**src/rtl/ocmp_pkg.sv**
```systemverilog
package ocmp_pkg;
    localparam int CTRL_W        = 16;
    localparam int IDLE_STOP_BIT = 13;
    localparam int FLAG_BIT      = 4;
    localparam int TSEL_BIT      = 3;

    localparam logic [1:0] A_CTRL = 2'd0;
    localparam logic [1:0] A_MAIN = 2'd1;
    localparam logic [1:0] A_SEC  = 2'd2;

    typedef enum logic [2:0] {
        MD_OFF   = 3'b000,
        MD_SET   = 3'b001,
        MD_CLR   = 3'b010,
        MD_TGL   = 3'b011,
        MD_ONE   = 3'b100,
        MD_TRAIN = 3'b101,
        MD_PWM   = 3'b110,
        MD_PWMF  = 3'b111
    } oc_mode_e;

    typedef enum logic [2:0] {
        S_OFF, S_ARMED, S_RISE, S_FALL, S_DONE, S_PWM, S_FAULT
    } oc_state_e;
endpackage

```
**src/rtl/ocmp_regs.sv**
```systemverilog
module ocmp_regs
    import ocmp_pkg::*;
#(
    parameter int CNT_W = 16
) (
    input  logic              clk,
    input  logic              rst_n,
    input  logic              wr_en,
    input  logic [1:0]        addr,
    input  logic [CTRL_W-1:0] wdata,
    input  logic              flag,
    output logic              idle_stop,
    output logic              tsel,
    output oc_mode_e          mode,
    output logic [CNT_W-1:0]  main_q,
    output logic [CNT_W-1:0]  sec_q,
    output logic [CTRL_W-1:0] rdata,
    output logic              restart
);
    assign restart = wr_en && (addr == A_CTRL);

    always_ff @(posedge clk or negedge rst_n) begin
        if (!rst_n) begin
            idle_stop <= 1'b0;
            tsel      <= 1'b0;
            mode      <= MD_OFF;
            main_q    <= '0;
            sec_q     <= '0;
        end else if (wr_en) begin
            unique case (addr)
                A_CTRL: begin
                    idle_stop <= wdata[IDLE_STOP_BIT];
                    tsel      <= wdata[TSEL_BIT];
                    mode      <= oc_mode_e'(wdata[2:0]);
                end
                A_MAIN:  main_q <= wdata[CNT_W-1:0];
                A_SEC:   sec_q  <= wdata[CNT_W-1:0];
                default: ;
            endcase
        end
    end

    always_comb begin
        rdata = '0;
        unique case (addr)
            A_CTRL: begin
                rdata[IDLE_STOP_BIT] = idle_stop;
                rdata[FLAG_BIT]      = flag;
                rdata[TSEL_BIT]      = tsel;
                rdata[2:0]           = mode;
            end
            A_MAIN:  rdata = CTRL_W'(main_q);
            A_SEC:   rdata = CTRL_W'(sec_q);
            default: rdata = '0;
        endcase
    end
endmodule

```
**src/rtl/ocmp_tsel.sv**
```systemverilog
module ocmp_tsel #(
    parameter int CNT_W = 16
) (
    input  logic             tsel,
    input  logic             idle_stop,
    input  logic             sleep,
    input  logic             idle,
    input  logic [CNT_W-1:0] cnt_a,
    input  logic             roll_a,
    input  logic             irun_a,
    input  logic [CNT_W-1:0] cnt_b,
    input  logic             roll_b,
    input  logic             irun_b,
    output logic [CNT_W-1:0] cnt,
    output logic             roll,
    output logic             run
);
    logic irun_sel;

    assign cnt      = tsel ? cnt_b  : cnt_a;
    assign roll     = tsel ? roll_b : roll_a;
    assign irun_sel = tsel ? irun_b : irun_a;
    assign run      = !sleep && !(idle && (idle_stop || !irun_sel));
endmodule

```
**src/rtl/ocmp_fsm.sv**
```systemverilog
module ocmp_fsm
    import ocmp_pkg::*;
#(
    parameter int CNT_W = 16
) (
    input  logic             clk,
    input  logic             rst_n,
    input  logic             run,
    input  logic             restart,
    input  oc_mode_e         new_mode,
    input  oc_mode_e         mode,
    input  logic [CNT_W-1:0] cnt,
    input  logic             roll,
    input  logic [CNT_W-1:0] main_v,
    input  logic [CNT_W-1:0] sec_v,
    input  logic             flt_n,
    output logic             pin,
    output logic             irq,
    output logic             flag
);
    oc_state_e        st_q, st_d;
    logic             pin_d, irq_d, flag_d;
    logic [CNT_W-1:0] duty_q, duty_d;
    logic             hit_main, hit_sec, hit_duty;

    assign hit_main = (cnt == main_v);
    assign hit_sec  = (cnt == sec_v);
    assign hit_duty = (cnt == duty_q);

    always_ff @(posedge clk or negedge rst_n) begin
        if (!rst_n) begin
            st_q   <= S_OFF;
            pin    <= 1'b0;
            irq    <= 1'b0;
            flag   <= 1'b0;
            duty_q <= '0;
        end else begin
            st_q   <= st_d;
            pin    <= pin_d;
            irq    <= irq_d;
            flag   <= flag_d;
            duty_q <= duty_d;
        end
    end

    always_comb begin
        st_d   = st_q;
        pin_d  = pin;
        irq_d  = 1'b0;
        flag_d = flag;
        duty_d = duty_q;
        if (restart) begin
            duty_d = '0;
            unique case (new_mode)
                MD_OFF:                    begin st_d = S_OFF;   pin_d = 1'b0; end
                MD_SET, MD_TGL:            begin st_d = S_ARMED; pin_d = 1'b0; end
                MD_CLR:                    begin st_d = S_ARMED; pin_d = 1'b1; end
                MD_ONE, MD_TRAIN:          begin st_d = S_RISE;  pin_d = 1'b0; end
                MD_PWM, MD_PWMF:           begin st_d = S_PWM;   pin_d = 1'b0; end
            endcase
        end else if (run) begin
            unique case (st_q)
                S_OFF, S_DONE, S_FAULT: ;
                S_ARMED: if (hit_main) begin
                    irq_d = 1'b1;
                    if (mode == MD_SET) begin
                        pin_d = 1'b1;
                        st_d  = S_DONE;
                    end else if (mode == MD_CLR) begin
                        pin_d = 1'b0;
                        st_d  = S_DONE;
                    end else begin
                        pin_d = !pin;
                    end
                end
                S_RISE: if (hit_main) begin
                    pin_d = 1'b1;
                    irq_d = 1'b1;
                    st_d  = S_FALL;
                end
                S_FALL: if (hit_sec) begin
                    pin_d = 1'b0;
                    irq_d = 1'b1;
                    st_d  = (mode == MD_TRAIN) ? S_RISE : S_DONE;
                end
                S_PWM: begin
                    if (mode == MD_PWMF && !flt_n) begin
                        st_d   = S_FAULT;
                        pin_d  = 1'b0;
                        flag_d = 1'b1;
                        irq_d  = 1'b1;
                    end else if (roll) begin
                        duty_d = sec_v;
                        pin_d  = (sec_v != '0);
                        irq_d  = 1'b1;
                    end else if (hit_duty) begin
                        pin_d = 1'b0;
                    end
                end
                default: st_d = S_OFF;
            endcase
        end
    end

    AST_FLAG_STICKY: assert property (@(posedge clk) disable iff (!rst_n)
        flag |=> flag);
    AST_FAULT_STATE_FLAG: assert property (@(posedge clk) disable iff (!rst_n)
        (st_q == S_FAULT) |-> flag);
    AST_FROZEN_HOLD: assert property (@(posedge clk) disable iff (!rst_n)
        (!run && !restart) |=> ($stable(pin) && $stable(st_q) && !irq));
    AST_DUTY_AT_ROLL: assert property (@(posedge clk) disable iff (!rst_n)
        (!restart && !(run && roll)) |=> $stable(duty_q));
    AST_DONE_HOLDS: assert property (@(posedge clk) disable iff (!rst_n)
        (st_q == S_DONE && !restart) |=> ($stable(pin) && !irq));
endmodule

```
**src/rtl/ocmp_channel.sv**
```systemverilog
module ocmp_channel
    import ocmp_pkg::*;
#(
    parameter int CNT_W = 16
) (
    input  logic              clk,
    input  logic              rst_n,
    input  logic              sleep_i,
    input  logic              idle_i,
    input  logic [CNT_W-1:0]  tmr_a_cnt_i,
    input  logic              tmr_a_roll_i,
    input  logic              tmr_a_irun_i,
    input  logic [CNT_W-1:0]  tmr_b_cnt_i,
    input  logic              tmr_b_roll_i,
    input  logic              tmr_b_irun_i,
    input  logic              flt_n_i,
    input  logic              reg_wr_i,
    input  logic [1:0]        reg_addr_i,
    input  logic [CTRL_W-1:0] reg_wdata_i,
    output logic [CTRL_W-1:0] reg_rdata_o,
    output logic              pin_o,
    output logic              pin_oe_o,
    output logic              irq_o
);
    logic             idle_stop, tsel, restart, run, roll, flag;
    oc_mode_e         mode;
    logic [CNT_W-1:0] main_q, sec_q, cnt;

    ocmp_regs #(.CNT_W(CNT_W)) u_regs (
        .clk(clk), .rst_n(rst_n), .wr_en(reg_wr_i), .addr(reg_addr_i),
        .wdata(reg_wdata_i), .flag(flag), .idle_stop(idle_stop), .tsel(tsel),
        .mode(mode), .main_q(main_q), .sec_q(sec_q), .rdata(reg_rdata_o),
        .restart(restart)
    );

    ocmp_tsel #(.CNT_W(CNT_W)) u_tsel (
        .tsel(tsel), .idle_stop(idle_stop), .sleep(sleep_i), .idle(idle_i),
        .cnt_a(tmr_a_cnt_i), .roll_a(tmr_a_roll_i), .irun_a(tmr_a_irun_i),
        .cnt_b(tmr_b_cnt_i), .roll_b(tmr_b_roll_i), .irun_b(tmr_b_irun_i),
        .cnt(cnt), .roll(roll), .run(run)
    );

    ocmp_fsm #(.CNT_W(CNT_W)) u_fsm (
        .clk(clk), .rst_n(rst_n), .run(run), .restart(restart),
        .new_mode(oc_mode_e'(reg_wdata_i[2:0])), .mode(mode), .cnt(cnt),
        .roll(roll), .main_v(main_q), .sec_v(sec_q), .flt_n(flt_n_i),
        .pin(pin_o), .irq(irq_o), .flag(flag)
    );

    assign pin_oe_o = (mode != MD_OFF) &&
                      !(mode == MD_PWMF && (!flt_n_i || flag));

    AST_DISABLED_QUIET: assert property (@(posedge clk) disable iff (!rst_n)
        (mode == MD_OFF) |-> (!pin_o && !irq_o));
endmodule

```
**config.mk**
```make
export PLATFORM = sky130hd
export DESIGN_NAME = ocmp_channel
export DESIGN_NICKNAME = d
export VERILOG_FILES = /design/src/rtl/ocmp_pkg.sv /design/src/rtl/ocmp_regs.sv /design/src/rtl/ocmp_tsel.sv /design/src/rtl/ocmp_fsm.sv /design/src/rtl/ocmp_channel.sv
export SDC_FILE = /design/constraint.sdc
export NUM_CORES = 1
export LEC_CHECK = 0
export BUFFER_PORTS_ARGS = -buffer_cell sky130_fd_sc_hd__buf_2
export CAP_MARGIN = 25
export CORE_MARGIN = 3
export CORE_UTILIZATION = 55
export CTS_CLUSTER_SIZE = 16
export DETAILED_ROUTE_END_ITERATION = 10
export PLACE_DENSITY_LB_ADDON = 0.3
export RECOVER_POWER = 100
export SLEW_MARGIN = 0
export SYNTH_ARGS = -nofsm -noshare
export SYNTH_HDL_FRONTEND = slang
export SYNTH_SLANG_ARGS = --single-unit
```
**constraint.sdc**
```tcl
create_clock -name clk -period 2.7 [get_ports clk]
set_input_delay 0.54 -clock clk [delete_from_list [all_inputs] [get_ports clk]]
set_output_delay 0.54 -clock clk [all_outputs]
set_load 0.05 [all_outputs]
```
# Word level (Yosys, flattened, before mapping)

Memory sizes are Yosys's and may differ from the RTL's.
Index checks and enable logic that the tools add are counted.

Register bits after elaboration: 59
Bits in read-only memories: 32
Output and inout bits: 19
Word-level logic and storage cells: 106
Memories: 1

Memory list:

| memory          | depth | width | rd ports | clocked after memory_dff | write ports | line           | text |
|---|---|---|---|---|---|---|---|
| (no name shown) | 8     | 4     | 1        | 0                        | 0           | ocmp_fsm.sv:54 | `unique case (new_mode)` |

Equality and inequality tests: 23
Muxes and demuxes: 40
Bitwise logic cells: 1
Reductions and logical operators: 31

Operators by type and width:

| kind                 | number |
|---|---|
| $mux W16             | 6 |
| $eq A16 B16 Y1       | 3 |
| $mux W3              | 9 |
| $mux W1              | 18 |
| $pmux W8 S2          | 1 |
| $reduce_bool A16 Y1  | 1 |
| $eq A3 B3 Y1 const B | 5 |
| $pmux W3 S5          | 1 |
| $pmux W5 S3          | 1 |
| $ne A3 B2 Y1 const B | 4 |
| $eq A3 B2 Y1 const B | 3 |
| $reduce_and A4 Y1    | 2 |
| $reduce_and A7 Y1    | 1 |
| $eq A3 B1 Y1 const B | 2 |
| $logic_and A1 B1 Y1  | 6 |
| $logic_not A1 Y1     | 6 |
| $pmux W1 S3          | 2 |
| $reduce_and A2 Y1    | 3 |
| $reduce_and A6 Y1    | 1 |
| $reduce_bool A2 Y1   | 3 |
| $ne A5 B3 Y1 const B | 1 |
| $reduce_bool A5 Y1   | 1 |
| $ne A2 B2 Y1 const B | 2 |
| $ne A4 B2 Y1 const B | 1 |
| other kinds (11)     | 12 |

# Depth between registers and ports, before layout

Word-level depth: 8
Mapped depth: 9

# By module

From an unflattened synthesis, not the netlist that was laid out.

Cell total of the unflattened synthesis: 315
Area total of the unflattened synthesis: 3764.9 um^2

By module, submodules not included:

| module       | times used | cells an instance | area an instance (um^2) |
|---|---|---|---|
| ocmp_regs    | 1          | 122               | 1767.9 |
| ocmp_fsm     | 1          | 167               | 1695.4 |
| ocmp_tsel    | 1          | 22                | 279.0 |
| ocmp_channel | 1          | 4                 | 22.5 |

# Worst setup path before layout

No wires, ideal clock.

Path kind: input to output
Start point: input reg_addr_i[0]
End point: output reg_rdata_o[12]
Arrival: 2.076 ns
Required time: 2.160 ns
Slack: 0.084 ns
Cell stages on the path: 6
Cells stage by stage: inv_1 ha_1 clkbuf_1 clkbuf_1 a22oi_1 nor2b_1

Longest elaborated chain between the ends: 2
Elaborated cells between the ends (all ways): 3

RTL lines:

| element                                             | line               | text |
|---|---|---|
| from (decl)                                         | ocmp_channel.sv:18 | `input logic [1:0] reg_addr_i,` |
| $eq A2 B2 Y1 / $eq A2 B1 Y1 (equally long branches) | ocmp_regs.sv:45    | `unique case (addr)` |
| $pmux W8 S2 (*)                                     | ocmp_regs.sv:45    |  |
| to (decl)                                           | ocmp_channel.sv:20 | `output logic [CTRL_W-1:0] reg_rdata_o,` |

Every way passes the cells marked *; elsewhere a longest branch is shown, timed or not.

# Worst setup path in the final report

Start point: register u_regs.tsel
End point: register u_fsm.st_q[2]

Longest elaborated chain between the ends: 8
Elaborated cells between the ends (all ways): 14

RTL lines:

| element                                                          | line            | text |
|---|---|---|
| from (decl)                                                      | ocmp_regs.sv:13 | `output logic tsel,` |
| from (signal assigned)                                           | ocmp_regs.sv:33 | `tsel <= wdata[TSEL_BIT];` |
| parallel branches: the longest is 7 deep, another holds $mux W16 | -               |  |
| $reduce_and A7 Y1 (no source line) (*)                           | -               |  |
| to (signal assigned)                                             | ocmp_fsm.sv:38  | `st_q <= st_d;` |
| to (decl)                                                        | ocmp_fsm.sv:21  | `oc_state_e st_q, st_d;` |

Mark *: on every way between the ends.
A chain may end at the register's enable or synchronous reset.

==> impl_metrics.tcl <==
set metrics [dict create \
    synth_largest_area_cell "dfrtp_1" \
    combPwrFrac_pct 30.7 \
    synth_top_area_share_pct 40.5 \
    p_leak_nw 1.88 \
    grt_pass1_wl_um 15300 \
    final_common_cell "dfrtp_1" \
    hp-class "input pin to asynchronous set/reset pin" \
    power_density_nw_per_um2 740 \
    cts_tree "done" \
    switching_share_pct 34.7 \
    fill_cells 497 \
    routed_via_density 6.10 \
    slowest_delay_ps 430 \
    fin_util_pct 69.2 \
    status "completed" \
    grt_antenna_before_repair 0 \
    min_period_ps 2560 \
    wl_um 9560 \
    yosysUniqueCellTypes 38 \
    r2r_cells 8 \
    netlist_area_sq_um 3650 \
    start_util_pct 57.1 \
    cts.htree.levels 3 \
    worst_ep_required_time_ps 2930 \
    finClkSkew_ps 6.49 \
    crit_slowest_cell "dfrtp_2" \
    grt_util_all_layers_pct 26.6 \
    hpwl_um 7230 \
    core_sq_um 6390 \
    syn_nets 398 \
    fp-row-count 29 \
    gp_congestion 0.905 \
    setup.worst_path.end_class "flop" \
    io_buffers 78 \
    power_frac_clock_pct 31.1 \
    syn_inst 334 \
    peakVddDrop_uv 515 \
    dr_total_vias 3079 \
    worst_pin_slew_ps 1010 \
    drc 0 \
    grt_max_degree 31 \
    yosys_warnings 0 \
    p_int_mw 2.13 \
    drive_gt1_share_pct 33.9 \
    cap_violations 0 \
    setup-violations-final 0 \
    final_cells 505 \
    die-area_sq_um 7640 \
    fin_crit_sh_pct 94.9 \
    grt_pass1_vias 2921 \
    clk_pin_slew_ps 70 \
    grt_overflow 0 \
    hold_viol_final 0 \
    maxSlewViolCount 0 \
    cts_setup_buffers 0 \
    drt.antenna.violating_nets 0 \
    cts-hold-fix-buffers 0 \
    slew-limit-headroom_pct 32.4 \
    crit_chain "buf_12 -> mux2i_2 -> xnor2_1 -> nor4_1 -> nand4_1 -> nand4_2 -> o2111ai_2 -> mux2_1" \
    dpl.cell_count 489 \
    net-switching-power_mw 1.13 \
    setup.worst_path.start_class "flop" \
    cts.path.max_buffers 2 \
    num-nets-final 487 \
    die-height_um 87.4 \
    finalSetupTns_ps 0 \
    synth_edf_count 0 \
    async_flop_share_pct 100 \
    cts.sinks 59 \
    first_pass_iters 6 \
    fmax_mhz 390 \
    wl_per_cell_um 18.9 \
    cp_max_fo 15 \
    ctsResizeCount 0 \
    clock-root-buffer "clkbuf_8" \
    p_seq_share_pct 38.2 \
    drt-initial-drc-count 356 \
    syn_area_per_cell_sq_um 10.9 \
    diodes 0 \
    worstSetupPathType "flop to flop" \
    area_delta_synth_final_pct 21.1 \
    synth_area_leaders "dfrtp_1 40%, xnor2_1 12%, mux2_2 9.3%" \
    clock_latency_ps 350 \
    rsz0062_at_grt "false" \
    die_w_um 87.4 \
    num_io_pins 79 \
    cts_inserted_buffers 9 \
    synth_sequential_area_ratio_pct 40.5 \
    layout_common_cells "58 x dfrtp_1, 56 x buf_2, 50 x xnor2_1" \
    ys.flop_type "dfrtp_1" \
    synth_seq_cells 59 \
    cp_data_arrival_time_ps 2790 \
]
[through the flow]
| step | hold WS, ps | total power, mW | area (sq um) | setup WS (ps) |
|---|---|---|---|---|
| after detailed placement | 448 | 2.25 | 4190 | 197 |
| after global placement | 447 | 2.22 | 4180 | 253 |
| final | 216 | 3.27 | 4420 | 137 |
| after global routing | 270 | 3.42 | 4420 | 13.4 |
| after CTS | 81.1 | 3.26 | 4440 | 123 |
| after floorplan | 244 | 1.95 | 3650 | 83.7 |
[Yosys cell counts (all sizes together) (5+ instances only)]
library cell,n
mux2i,18
nand2,26
a22oi,11
clkbuf,15
nor2b,14
nor2,11
a21oi,8
nor4,16
xnor2,50
a22o,16
mux2,34
dfrtp,59
nand4,5
o21ai,9
a222oi,6
[registers in the layout, summed over array words and instances, names as in the netlist]
signal,count
u_regs.sec_q,16
u_regs.idle_stop,1
u_regs.main_q,16
u_fsm.flag,1
u_fsm.irq,1
u_regs.tsel,1
u_fsm.duty_q,16
u_fsm.st_q,3
u_fsm.pin,1
u_regs.mode,3
[metal layers]
layer	track usage [%]	wire, um	part of all wire [%]	vias to the layer above
li1	-	-	-	1390
met4	12.1	259	2.7	0
met2	38.2	4260	45	164
met3	5.77	858	9.0	21
met5	0	0	0	-
met1	38.3	4190	44	1504
[power groups by stage]
stage          clock network (mW)  logic (mW)  registers, mW
6_report                     1.02        1.00           1.25
5_1_grt                      1.07        1.08           1.27
4_1_cts                      1.02        1.01           1.24
3_5_place_dp                    0       0.997           1.26
3_3_place_gp                    0       0.977           1.25
2_1_floorplan                   0       0.776           1.17
[area by class of cell]
type                            instances  area (sq um)  area share, %
Multi-Input combinational cell        252          2070           46.8
Inverter                                4          15.0          0.340
Clock inverter                          6           113           2.55
Timing Repair Buffer                   97           512           11.6
Clock buffer                           10           138           3.12
Tap cell                               77          96.3           2.18
Sequential cell                        59          1480           33.5
[worst paths after layout]
kind / slack, ps / startpoint / to
worst max-delay path: 140 / u_regs.tsel / u_fsm.st_q[2]
worst min-delay path: 220 / rst_n / u_fsm.duty_q[3]
worst max register to register: 140 / u_regs.tsel / u_fsm.st_q[2]
worst min register to register: 530 / u_fsm.duty_q[8] / u_fsm.duty_q[8]
max in group asynchronous: 1060 / rst_n / u_regs.tsel
min in group clk: 420 / reg_wdata_i[13] / u_regs.idle_stop
[cell families (layout without fill, tap and decap cells)]
logic type	after synthesis	after routing	synth area share (%)
fa+ha+maj	4	4	1.37
buf+inv	23	117	3.16
xor+xnor	50	50	12.0
mux	52	52	18.5
compound gates	60	60	12.3
flops	59	59	40.5
simple gates	86	86	12.1
[critical path: cells and delay by family, from the launching register on]
| kind | cells | cell delay (ps) |
|---|---|---|
| and+or+nand+nor | 3 | 820 |
| muxes | 2 | 700 |
| DFF | 1 | 430 |
| buffers and inverters | 1 | 180 |
| AOI/OAI and AO/OA | 1 | 170 |
| xor gates and xnor gates | 1 | 120 |
No activity file was read; power rests on OpenSTA's default activity.
